`src/rtl/ring_pkg.sv`:
```
package ring_pkg;
  typedef struct packed {
    logic clrAll;
    logic rxSizeWr;
    logic txSizeWr;
    logic rxConsWr;
    logic txProdWr;
    logic rxProdInc;
    logic txConsInc;
    logic setOvr;
  } ringStrb_t;

  localparam int SEL_RX_SIZE = 0;
  localparam int SEL_TX_SIZE = 1;
  localparam int SEL_RX_CONS = 2;
  localparam int SEL_TX_PROD = 3;
endpackage

```
`src/rtl/ring_ctl.sv`:
```
module ring_ctl
  import ring_pkg::*;
#(
  parameter int IDX_W = 4
) (
  input  logic             clk,
  input  logic             rstN,
  input  logic             ringInit,
  input  logic             regWr,
  input  logic [1:0]       regSel,
  input  logic [IDX_W-1:0] regData,
  input  logic             rxHwAdv,
  input  logic             txHwAdv,
  input  logic [IDX_W-1:0] rxProd,
  input  logic [IDX_W-1:0] rxCons,
  input  logic [IDX_W-1:0] txProd,
  input  logic [IDX_W-1:0] txCons,
  input  logic [IDX_W-1:0] rxSizeM1,
  input  logic [IDX_W-1:0] txSizeM1,
  output ringStrb_t        strb
);
  logic [IDX_W-1:0] rxNext;
  logic             rxWouldHit;

  always_comb begin
    rxNext     = (rxProd >= rxSizeM1) ? '0 : rxProd + 1'b1;
    rxWouldHit = (rxNext == rxCons);
    strb           = '0;
    strb.clrAll    = ringInit;
    strb.rxSizeWr  = !ringInit && regWr && (regSel == 2'(SEL_RX_SIZE));
    strb.txSizeWr  = !ringInit && regWr && (regSel == 2'(SEL_TX_SIZE));
    strb.rxConsWr  = !ringInit && regWr && (regSel == 2'(SEL_RX_CONS)) && (regData <= rxSizeM1);
    strb.txProdWr  = !ringInit && regWr && (regSel == 2'(SEL_TX_PROD)) && (regData <= txSizeM1);
    strb.rxProdInc = !ringInit && rxHwAdv && !rxWouldHit;
    strb.setOvr    = !ringInit && rxHwAdv && rxWouldHit;
    strb.txConsInc = !ringInit && txHwAdv && (txCons != txProd);
  end


  cfg_onehot_chk: assert property (@(posedge clk) disable iff (!rstN)
    $onehot0({strb.rxSizeWr, strb.txSizeWr, strb.rxConsWr, strb.txProdWr}));


  tx_empty_hold_chk: assert property (@(posedge clk) disable iff (!rstN)
    (txCons == txProd) |-> !strb.txConsInc);
endmodule

```
`src/rtl/ring_dp.sv`:
```
module ring_dp
  import ring_pkg::*;
#(
  parameter int IDX_W    = 4,
  parameter int RESET_M1 = 7
) (
  input  logic             clk,
  input  logic             rstN,
  input  ringStrb_t        strb,
  input  logic [IDX_W-1:0] regData,
  output logic [IDX_W-1:0] rxProd,
  output logic [IDX_W-1:0] rxCons,
  output logic [IDX_W-1:0] txProd,
  output logic [IDX_W-1:0] txCons,
  output logic [IDX_W-1:0] rxSizeM1,
  output logic [IDX_W-1:0] txSizeM1,
  output logic             rxPending,
  output logic             rxOverrun,
  output logic             txEmpty,
  output logic             txFull
);
  localparam logic [IDX_W-1:0] SIZE_RST = IDX_W'(RESET_M1);

  function automatic logic [IDX_W-1:0] stepIdx(input logic [IDX_W-1:0] idx,
                                               input logic [IDX_W-1:0] lim);
    return (idx >= lim) ? '0 : idx + 1'b1;
  endfunction

  logic [IDX_W-1:0] txConsPrev;

  always_ff @(posedge clk or negedge rstN) begin
    if (!rstN) begin
      rxSizeM1 <= SIZE_RST;
      txSizeM1 <= SIZE_RST;
    end else begin
      if (strb.rxSizeWr) rxSizeM1 <= regData;
      if (strb.txSizeWr) txSizeM1 <= regData;
    end
  end

  always_ff @(posedge clk or negedge rstN) begin
    if (!rstN) begin
      rxProd    <= '0;
      rxCons    <= '0;
      txProd    <= '0;
      txCons    <= '0;
      rxOverrun <= 1'b0;
    end else if (strb.clrAll) begin
      rxProd    <= '0;
      rxCons    <= '0;
      txProd    <= '0;
      txCons    <= '0;
      rxOverrun <= 1'b0;
    end else begin
      if (strb.rxProdInc) rxProd <= stepIdx(rxProd, rxSizeM1);
      if (strb.rxConsWr)  rxCons <= regData;
      if (strb.txProdWr)  txProd <= regData;
      if (strb.txConsInc) txCons <= stepIdx(txCons, txSizeM1);
      if (strb.setOvr)    rxOverrun <= 1'b1;
    end
  end

  always_comb begin
    txConsPrev = (txCons == '0) ? txSizeM1 : txCons - 1'b1;
    rxPending  = (rxCons != rxProd);
    txEmpty    = (txCons == txProd);
    txFull     = (txProd == txConsPrev);
  end


  init_zero_chk: assert property (@(posedge clk) disable iff (!rstN)
    strb.clrAll |=> (rxProd == '0 && rxCons == '0 && txProd == '0 && txCons == '0 && !rxOverrun));


  ovr_sticky_chk: assert property (@(posedge clk) disable iff (!rstN)
    (rxOverrun && !strb.clrAll) |=> rxOverrun);


  rx_no_overtake_chk: assert property (@(posedge clk) disable iff (!rstN)
    (strb.rxProdInc && !strb.rxConsWr && !strb.rxSizeWr) |=> (rxProd != rxCons));


  tx_drain_not_full_chk: assert property (@(posedge clk) disable iff (!rstN)
    (strb.txConsInc && !strb.txProdWr && !strb.txSizeWr) |=> !txFull);
endmodule

```
`src/rtl/dsc_fmt.sv`:
```
module dsc_fmt #(
  parameter int LEN_W = 11
) (
  input  logic [LEN_W:0]   dscBytes,
  input  logic             dscIrq,
  input  logic             dscLast,
  output logic [31:0]      dscWord,
  input  logic [31:0]      stsWord,
  output logic [LEN_W:0]   stsLen,
  output logic [8:0]       stsFlags
);
  localparam int FLAG_LO = 23;
  logic [LEN_W:0] bytesM1;

  always_comb begin
    bytesM1             = dscBytes - 1'b1;
    dscWord             = '0;
    dscWord[LEN_W-1:0]  = bytesM1[LEN_W-1:0];
    dscWord[31]         = dscIrq;
    dscWord[30]         = dscLast;
    stsLen              = {1'b0, stsWord[LEN_W-1:0]} + 1'b1;
    stsFlags            = stsWord[FLAG_LO +: 9];
  end


  dsc_flag_chk: assert final (dscWord[31] == dscIrq && dscWord[30] == dscLast);
endmodule

```
`src/rtl/dma_ring_idx.sv`:
```
module dma_ring_idx
  import ring_pkg::*;
#(
  parameter int IDX_W    = 4,
  parameter int RESET_M1 = 7,
  parameter int LEN_W    = 11
) (
  input  logic             clk,
  input  logic             rstN,
  input  logic             ringInit,
  input  logic             regWr,
  input  logic [1:0]       regSel,
  input  logic [IDX_W-1:0] regData,
  input  logic             rxHwAdv,
  input  logic             txHwAdv,
  output logic [IDX_W-1:0] rxProdIdx,
  output logic [IDX_W-1:0] rxConsIdx,
  output logic [IDX_W-1:0] txProdIdx,
  output logic [IDX_W-1:0] txConsIdx,
  output logic             rxPending,
  output logic             rxOverrun,
  output logic             txEmpty,
  output logic             txFull,
  input  logic [LEN_W:0]   dscBytes,
  input  logic             dscIrq,
  input  logic             dscLast,
  output logic [31:0]      dscWord,
  input  logic [31:0]      stsWord,
  output logic [LEN_W:0]   stsLen,
  output logic [8:0]       stsFlags
);
  ringStrb_t        strb;
  logic [IDX_W-1:0] rxSizeM1;
  logic [IDX_W-1:0] txSizeM1;

  ring_ctl #(.IDX_W(IDX_W)) ctl_i (
    .clk(clk), .rstN(rstN), .ringInit(ringInit), .regWr(regWr), .regSel(regSel),
    .regData(regData), .rxHwAdv(rxHwAdv), .txHwAdv(txHwAdv),
    .rxProd(rxProdIdx), .rxCons(rxConsIdx), .txProd(txProdIdx), .txCons(txConsIdx),
    .rxSizeM1(rxSizeM1), .txSizeM1(txSizeM1), .strb(strb)
  );

  ring_dp #(.IDX_W(IDX_W), .RESET_M1(RESET_M1)) dp_i (
    .clk(clk), .rstN(rstN), .strb(strb), .regData(regData),
    .rxProd(rxProdIdx), .rxCons(rxConsIdx), .txProd(txProdIdx), .txCons(txConsIdx),
    .rxSizeM1(rxSizeM1), .txSizeM1(txSizeM1), .rxPending(rxPending),
    .rxOverrun(rxOverrun), .txEmpty(txEmpty), .txFull(txFull)
  );

  dsc_fmt #(.LEN_W(LEN_W)) fmt_i (
    .dscBytes(dscBytes), .dscIrq(dscIrq), .dscLast(dscLast), .dscWord(dscWord),
    .stsWord(stsWord), .stsLen(stsLen), .stsFlags(stsFlags)
  );
endmodule

```
`config.mk`:
```
export PLATFORM = sky130hd
export DESIGN_NAME = dma_ring_idx
export DESIGN_NICKNAME = d
export VERILOG_FILES = /design/src/rtl/ring_pkg.sv /design/src/rtl/ring_ctl.sv /design/src/rtl/ring_dp.sv /design/src/rtl/dsc_fmt.sv /design/src/rtl/dma_ring_idx.sv
export SDC_FILE = /design/constraint.sdc
export NUM_CORES = 1
export LEC_CHECK = 0
export BUFFER_PORTS_ARGS = -buffer_cell sky130_fd_sc_hd__buf_2
export CAP_MARGIN = 25
export CORE_MARGIN = 2
export CORE_UTILIZATION = 49
export DETAILED_ROUTE_END_ITERATION = 8
export GPL_ROUTABILITY_DRIVEN = 0
export GPL_TIMING_DRIVEN = 1
export PLACE_DENSITY_LB_ADDON = 0.3
export SETUP_SLACK_MARGIN = 0.4
export SLEW_MARGIN = 20
export SYNTH_ARGS = -nofsm -noshare
export SYNTH_HDL_FRONTEND = slang
export SYNTH_SLANG_ARGS = --single-unit
```
`constraint.sdc`:
```
create_clock -name clk -period 5.89 [get_ports clk]
set_clock_uncertainty 0.15 [all_clocks]
set_input_delay 1.178 -clock clk [delete_from_list [all_inputs] [get_ports clk]]
set_output_delay 1.178 -clock clk [all_outputs]
set_load 0.005 [all_outputs]
```
==> reports/metrics.yaml, run 1 <==
drv_slew: 0
grt_overflow: 0
vias: 2197
yosys_warnings: 0
power.static_leakage_nw: 1.42
synthFlopType: "dfrtp_1"
p_sw_w: 0.000240
slowest_stage: "dfrtp_1"
synthArstFlopShare_pct: 100
grt_pass1_wl_mm: 8.06
synth_cell_types: 49
swShare_pct: 38.7
crit_arrival_ns: 2.51
final_cell_mix: "buf_2 (76), o21ai_0 (22), ha_1 (21)"
vias_per_cell: 5.22
wl_mm: 5.39
r2r-start: "dp_i.rxProd[0]"
end_kind: "output pin"
final_hold_viol_count: 0
row_count: 25
grt_setup_unrepaired: "no"
maxCapViolCount: 0
syn2layout_area_growth_pct: 13.5
worstPathBufferInverterCount: 2
status: "complete, no violations"
synth.cell_area_sq_mm: 0.00246
power-per-cell-area_mw_per_mm2: 222
combPwrFrac_pct: 46.7
relSlewSlack_pct: 55.2
dp_hpwl_mm: 4.28
first_global_vias: 1848
yosysTopAreaCell: "dfrtp_1"
fmax_mhz: 260
routedWlPerCell_um: 12.8
crit_required_ns: 4.56
synth_top_area_share_pct: 19.3
drc: 0
path_clk_slew_ns: 0.09
netlist_instances: 292
ant_nets: 0
n_antenna_cell: 0
dieArea_sq_mm: 0.00561
cts_tree: "yes"
cts_htree_levels: 1
critPathLaunch: "dp_i.txCons[0]"
die_h_um: 74.9
post_cts_buffers: 0
power_w: 0.000620
clk_latency_ns: 0.27
place_inst: 417
crit_chain: "inv_1, ha_1, nor3b_1, mux2i_1, xnor2_1, a2111oi_0, buf_2"
place_ws_ns: 2.23
grt_max_degree: 26
cp_max_fo: 8
setup_slack_ns: 2.05
max_slew.worst_pin.slew_ns: 0.670
irDropWorstVdd_v: 0.000134
root_buffer: "clkbuf_8"
ys_ff_latch: 25
holdBufCountCts: 0
power.share.sequential_pct: 36.3
start_util_pct: 51.4
synth_edf_count: 0
max_stage_delay_ns: 0.48
io_pins: 131
die_w_um: 74.9
cts-buffers-inserted: 3
finish.utilization_pct: 58.4
internal_power_w: 0.000381
cts_sinks: 25
grt_antenna_before_repair: 0
place.port_buffers: 76
drt_pre_antenna_iters: 4
cts_resized: 0
hold_path_class: "reg -> reg"
drive_gt1_share_pct: 26.6
path_class: "reg -> out"
stdcell_count: 421
fin_nets: 434
cts_buffer_depth: 2
r2r_slack_ns: 3.25
yosysSeqAreaShare_pct: 25.7
postSynthAreaPerCell_sq_um: 8.43
core_area_sq_mm: 0.00479
tns_ns: 0
period_needed_ns: 3.84
path_delay_family: "flip-flops"
first_iter_violations: 62
power_frac_clock_pct: 17.0
synth.area.top_cells: "dfrtp_1 (19%), ha_1 (11%), buf_4 (9.2%)"
setup_viol: 0
min_from: "dp_i.rxOverrun"
period_share_pct: 65.2
grt_util_all_layers_pct: 18.5
mostFrequentLayoutCell: "buf_2"
cp-start-kind: "register"
## tightest hold or removal path: stages (launching register included)
cell and delay [ns]:
dfrtp_1 0.38, inv_1 0.05, a21oi_1 0.05
## cell type report
cell class / count / area [sq um]
tap: 67 / 83.8
multi-input combinational: 232 / 1580
fill: 450 / 1990
sequential: 25 / 633
timing repair buffer: 76 / 380
clock inverter: 1 / 7.51
inverter: 17 / 63.8
clock buffer: 3 / 41.3
## synth_stat cells (all sizes together), types with 4 or more instances
cell type,number
clkbuf,6
dfrtp,19
nor3b,4
xnor2,18
mux2i,4
nor2b,5
dfstp,6
xor2,16
nand2b,7
nor3,5
inv,17
buf,30
nor2,9
a21oi,14
o21ai,24
nand3,20
nand2,16
o21a,7
o211ai,4
ha,21
and3,6
## state kept, by name, summed over array words and instances (netlist names)
signal,flops
dp_i.txProd,4
dp_i.rxProd,4
dp_i.txSizeM1,4
dp_i.rxSizeM1,4
dp_i.txCons,4
dp_i.rxOverrun,1
dp_i.rxCons,4
## final timing paths
check,depth (start not counted),to
max,7,txFull
min in group asynchronous,1,dp_i.rxSizeM1[3]
min,2,dp_i.rxOverrun
max reg2reg,8,dp_i.rxProd[2]
max in group asynchronous,1,dp_i.txSizeM1[2]
min reg2reg,2,dp_i.rxOverrun
## cells by family (layout without fill, tap and decap cells)
kind of cell | count (synthesis) | count (layout) | synth area share, %
and+or+nand+nor | 88 | 88 | 19.8
DFF | 25 | 25 | 25.7
buffers and inverters | 53 | 97 | 12.7
AOI/OAI and AO/OA | 64 | 64 | 16.3
muxes | 6 | 6 | 2.54
adders and majority gates | 21 | 21 | 10.7
other | 1 | 19 | 0.152
xor gates and xnor gates | 34 | 34 | 12.1
## through the flow
stage | cell area (sq um) | hold WS, ns
3_3_place_gp | 2750 | 0.353
6_report | 2790 | 0.363
5_1_grt | 2790 | 0.407
4_1_cts | 2790 | 0.371
3_5_place_dp | 2750 | 0.356
2_1_floorplan | 2530 | 0.351
## power groups by stage
| stage | logic [W] | registers (W) | clock network (W) |
|---|---|---|---|
| CTS | 0.000290 | 0.000225 | 0.000107 |
| finish | 0.000290 | 0.000225 | 0.000106 |
| global route | 0.000329 | 0.000228 | 0.000113 |
| detailed placement | 0.000287 | 0.000227 | 0 |
| floorplan | 0.000215 | 0.000222 | 0 |
| global placement | 0.000280 | 0.000227 | 0 |
## per-layer routing
metal,vias up,GRT usage [%],share of wire [%]
met5,-,0,0
met4,0,3.77,1.1
met3,8,2.14,7.0
met2,82,32.2,46
met1,1012,24.8,46
li1,1095,-,-
Note: power is estimated with default switching activity, not from simulation.
==> run 2: changes to the inputs <==
--- a/config.mk
+++ b/config.mk
@@ -8,7 +8,7 @@
 export BUFFER_PORTS_ARGS = -buffer_cell sky130_fd_sc_hd__buf_2
 export CAP_MARGIN = 25
 export CORE_MARGIN = 2
-export CORE_UTILIZATION = 49
+export CORE_UTILIZATION = 41
 export DETAILED_ROUTE_END_ITERATION = 8
 export GPL_ROUTABILITY_DRIVEN = 0
 export GPL_TIMING_DRIVEN = 1
==> constraint.sdc (replaced) <==
create_clock -name clk -period 3.1 [get_ports clk]
set_clock_uncertainty 0.15 [all_clocks]
set_input_delay 0.62 -clock clk [delete_from_list [all_inputs] [get_ports clk]]
set_output_delay 0.62 -clock clk [all_outputs]
set_load 0.005 [all_outputs]
==> run 2 against run 1 <==
  * Critical path depth grew 1
  * Sequential power grew 90%
  * Core utilization shrank 8.9 points
  * Total power grew 93%
  * Wire length grew 6.8%
  * Critical endpoint unchanged
==> reports/metrics.yaml, run 2 (synthesized netlist as in run 1, its figures left out) <==
finish.utilization_pct: 49.5
max_stage_delay_ns: 0.43
first_global_vias: 1979
path_class: "reg -> out"
cts-buffers-inserted: 3
vias_per_cell: 5.17
cts_buffer_depth: 2
status: "complete, no violations"
crit_cells: 8
fillers: 590
internal_power_w: 0.000742
root_buffer: "clkbuf_8"
start_util_pct: 42.1
clk_latency_ns: 0.26
endpoint: "txFull"
routedWlPerCell_um: 13.2
crit_chain: "inv_2, ha_4, nor3b_4, nor2_1, a21oi_2, o21ai_1, a2111oi_1, buf_2"
dieArea_sq_mm: 0.00664
regArea_sq_um: 637
drt_pre_antenna_iters: 5
cp-start-kind: "register"
final_cell_mix: "buf_2 (76), o21ai_0 (21), ha_1 (20)"
n_antenna_cell: 0
tns_ns: 0
combPwrFrac_pct: 48.0
die_h_um: 81.5
irDropWorstVdd_v: 0.000217
power_frac_clock_pct: 16.2
critPathLaunch: "dp_i.txCons[0]"
r2r_slack_ns: 0.58
final_hold_viol_count: 0
r2r_cells: 8
rr_endpoint: "dp_i.rxOverrun"
cts_tree: "yes"
grt_overflow: 0
multi_input_area_sq_mm: 0.00162
max_slew.worst_pin.slew_ns: 0.547
setup_viol: 0
cts_sinks: 25
swShare_pct: 37.9
dp_hpwl_mm: 4.50
drive_gt1_share_pct: 30.5
syn2layout_area_growth_pct: 17.6
place.port_buffers: 76
mostFrequentLayoutCell: "buf_2"
grt_pass1_wl_mm: 9.04
r2r-start: "dp_i.rxProd[0]"
wl_mm: 5.75
grt_util_all_layers_pct: 17.2
drc: 0
grt_max_degree: 26
p_sw_w: 0.000453
path_clk_slew_ns: 0.09
first_iter_violations: 47
power-per-cell-area_mw_per_mm2: 413
period_share_pct: 87.9
cts_htree_levels: 1
core_area_sq_mm: 0.00585
period_needed_ns: 2.72
vias: 2253
worstPathBufferInverterCount: 2
io_pins: 131
cp_max_fo: 5
die_w_um: 81.5
grt_antenna_before_repair: 0
maxCapViolCount: 0
fmax_mhz: 367
fin_nets: 441
power.static_leakage_nw: 1.46
hold_path_class: "in -> async"
grt_setup_unrepaired: "yes"
relSlewSlack_pct: 63.6
row_count: 28
ant_nets: 0
power.share.sequential_pct: 35.8
drv_slew: 0
crit_arrival_ns: 1.95
end_kind: "output pin"
crit_required_ns: 2.33
path_delay_family: "compound AO/OA/AOI/OAI gates"
slowest_stage: "dfrtp_2"
==> run 2: cell count changes in the layout (fill, tap and decap cells not counted), sizes merged <==
cell / before / now
clkinvlp: 1 / 0
clkbuf: 3 / 4
buf: 76 / 83
==> run 2: per-layer routing <==
layer / global-route usage [%] / vias to the layer above / part of all wire [%]
met3: 1.65 / 6 / 7.3
met4: 4.41 / 0 / 0.89
met1: 22.7 / 1043 / 45
met2: 30.1 / 93 / 47
met5: 0 / - / 0
li1: - / 1111 / -
==> run 2: how the worst min path moves through the flow <==
stage / start / endpoint / slack [ns] / cells after the start
after global routing: rstN / dp_i.txCons[2] / 0.22 / 1
final: rstN / dp_i.txCons[2] / 0.18 / 1
after global placement: dp_i.rxOverrun / dp_i.rxOverrun / 0.35 / 2
after CTS: rstN / dp_i.txCons[2] / 0.20 / 1
after floorplan: rstN / dp_i.rxCons[0] / 0.17 / 0
after detailed placement: dp_i.rxOverrun / dp_i.rxOverrun / 0.38 / 2
==> run 2: repair_timing <==
item                       CTS  global route
hold buffers                 0             0
cloned                       0             0
setup endpoints to repair    2             4
setup buffers                3             1
resized for setup           11             3
pin swaps                    2             3
==> run 2: layout make-up <==
type                       instances  share of cell area [%]
clock buffer                       4                    1.56
inverter                          17                    2.20
multi-input combinational        232                    56.1
sequential                        25                    22.0
tap                               75                    3.24
timing repair buffer              83                    15.0
==> run 2: worst register-to-register path: cells and delay by family, from the launching register on <==
kind / cells / cell delay, ns
and+or+nand+nor: 4 / 0.97
AOI/OAI and AO/OA: 2 / 0.46
DFF: 1 / 0.45
adders and majority gates: 1 / 0.32
buffers and inverters: 1 / 0.10
==> run 2: power groups by stage <==
stage               clock network, W  logic [W]  registers, W
detailed placement                 0   0.000547      0.000434
global route                0.000214   0.000648      0.000436
floorplan                          0   0.000409      0.000421
global placement                   0   0.000530      0.000432
finish                      0.000194   0.000573      0.000428
CTS                         0.000201   0.000565      0.000428
==> run 2: through the flow <==
stage	setup WS [ns]	instances	total power, W	hold slack [ns]	area, sq um
2_1_floorplan	0.464	310	0.000830	0.174	2530
3_3_place_gp	0.275	428	0.000962	0.351	2780
3_5_place_dp	0.232	428	0.000981	0.382	2780
4_1_cts	0.383	435	0.00119	0.198	2880
5_1_grt	0.293	436	0.00130	0.218	2900
6_report	0.376	436	0.00119	0.179	2900
==> run 3: changes to the inputs <==
--- a/config.mk
+++ b/config.mk
@@ -5,13 +5,13 @@
 export SDC_FILE = /design/constraint.sdc
 export NUM_CORES = 1
 export LEC_CHECK = 0
-export BUFFER_PORTS_ARGS = -buffer_cell sky130_fd_sc_hd__buf_2
 export CAP_MARGIN = 25
 export CORE_MARGIN = 2
-export CORE_UTILIZATION = 41
+export CORE_UTILIZATION = 58
 export DETAILED_ROUTE_END_ITERATION = 8
+export DONT_BUFFER_PORTS = 1
 export GPL_ROUTABILITY_DRIVEN = 0
-export GPL_TIMING_DRIVEN = 1
+export GPL_TIMING_DRIVEN = 0
 export PLACE_DENSITY_LB_ADDON = 0.3
 export SETUP_SLACK_MARGIN = 0.4
 export SLEW_MARGIN = 20
==> run 3 against run 2 <==
  * Clock-buffer cell count is the same
  * Cell area shrank 5.7%
  * Maximum frequency grew 0.23%
  * Critical path type unchanged
  * Critical endpoint unchanged
==> reports/metrics.yaml, run 3 (synthesized netlist as in run 1, its figures left out) <==
routedWlPerCell_um: 14.7
max_stage_delay_ns: 0.48
mostFrequentLayoutCell: "buf_4"
cts_tree: "yes"
power.static_leakage_nw: 1.28
root_buffer: "clkbuf_8"
setup_viol: 0
final_cell_mix: "buf_4 (32), o21ai_0 (21), ha_1 (20)"
final_hold_viol_count: 0
die_h_um: 69.1
first_iter_violations: 68
end_kind: "output pin"
wl_mm: 5.42
cts_htree_levels: 1
drc: 0
cp-start-kind: "register"
path_clk_slew_ns: 0.09
tns_ns: 0
hold_path_class: "in -> async"
dieArea_sq_mm: 0.00478
cp_max_fo: 7
grt_max_degree: 20
power-per-cell-area_mw_per_mm2: 424
clk_latency_ns: 0.28
ant_nets: 0
max_slew.worst_pin.slew_ns: 0.624
core_area_sq_mm: 0.00403
status: "complete, no violations"
place.port_buffers: 0
maxCapViolCount: 0
dp_hpwl_mm: 4.27
crit_chain: "inv_2, ha_4, nor3b_4, nor2_1, a21oi_2, o21ai_0, a2111oi_2"
n_antenna_cell: 0
vias: 2072
path_class: "reg -> out"
grt_pass1_wl_mm: 8.97
cts-buffers-inserted: 3
cts_sinks: 25
cts_buffer_depth: 2
vias_per_cell: 5.63
grt_util_all_layers_pct: 22.4
power_w: 0.00116
io_pins: 131
period_needed_ns: 2.72
start_util_pct: 61.1
relSlewSlack_pct: 58.3
grt_setup_unrepaired: "yes"
slowest_stage: "dfrtp_2"
fmax_mhz: 368
grt_overflow: 0
first_global_vias: 1990
fin_nets: 398
period_share_pct: 87.7
irDropWorstVdd_v: 0.000316
drive_gt1_share_pct: 19.5
die_w_um: 69.1
crit_required_ns: 2.33
crit_arrival_ns: 1.95
row_count: 23
grt_antenna_before_repair: 0
drt_pre_antenna_iters: 4
drv_slew: 0
syn2layout_area_growth_pct: 10.9
-- run 3: per-stage QoR --
step / utilization, % / instance area [sq um] / hold slack (ns) / std cells / setup slack [ns]
floorplan: - / 2530 / 0.174 / 310 / 0.464
global placement: 64.3 / 2590 / 0.175 / 360 / 0.224
detailed placement: 64.3 / 2590 / 0.175 / 360 / 0.206
CTS: 67.0 / 2700 / 0.0188 / 367 / 0.406
global route: 67.7 / 2730 / 0.0135 / 368 / 0.294
finish: 67.7 / 2730 / 0.0192 / 368 / 0.382
-- run 3: final cells by class --
class	instances	area [sq um]
timing repair buffer	4	40.0
buffer	36	249
clock buffer	4	45.0
multi-input combinational	232	1630
inverter	17	66.3
sequential	25	638
fill	349	1300
tap	50	62.6
-- run 3: path summary, 6_finish.rpt --
path / from / endpoint / slack (ns) / cells past startpoint
hold / removal: rstN / dp_i.txSizeM1[0] / 0.02 / 0
setup reg to reg: dp_i.rxProd[3] / dp_i.rxOverrun / 0.61 / 7
hold reg to reg: dp_i.rxSizeM1[2] / dp_i.rxSizeM1[2] / 0.40 / 2
max in group asynchronous: rstN / dp_i.rxProd[0] / 1.92 / 2
min in group clk: regData[2] / dp_i.rxSizeM1[2] / 0.30 / 2
setup / recovery: dp_i.txCons[1] / txFull / 0.38 / 7
-- run 3: what timing repair did --
item                                    CTS  global route
gates resized for setup                  13             5
hold buffers                              1             0
pin swaps                                 1             2
endpoints found under the setup margin    1             5
hold endpoints to repair                 19             0
buffers inserted                          2             0
-- run 3: worst max-delay path, delay by kind of cell (launching register included) --
family,cells,cell delay [ns]
buffers and inverters,1,0.11
AOI/OAI and AO/OA,3,0.60
and+or+nand+nor,2,0.31
adders and majority gates,1,0.16
DFF,1,0.48
-- run 3: power breakdown --
part	internal [W]	leakage, nW	switching (W)
combinational	0.000251	0.945	0.000270
clock	0.0000922	0.0228	0.000108
sequential	0.000381	0.316	0.0000550
total	0.000725	1.28	0.000432
-- run 3: metal layers --
metal	track usage (%)	vias up	share of wire, %
met2	39.7	87	51
met4	5.88	0	1.7
met1	27.9	949	41
met5	0	-	0
met3	3.95	8	6.8
li1	-	1028	-
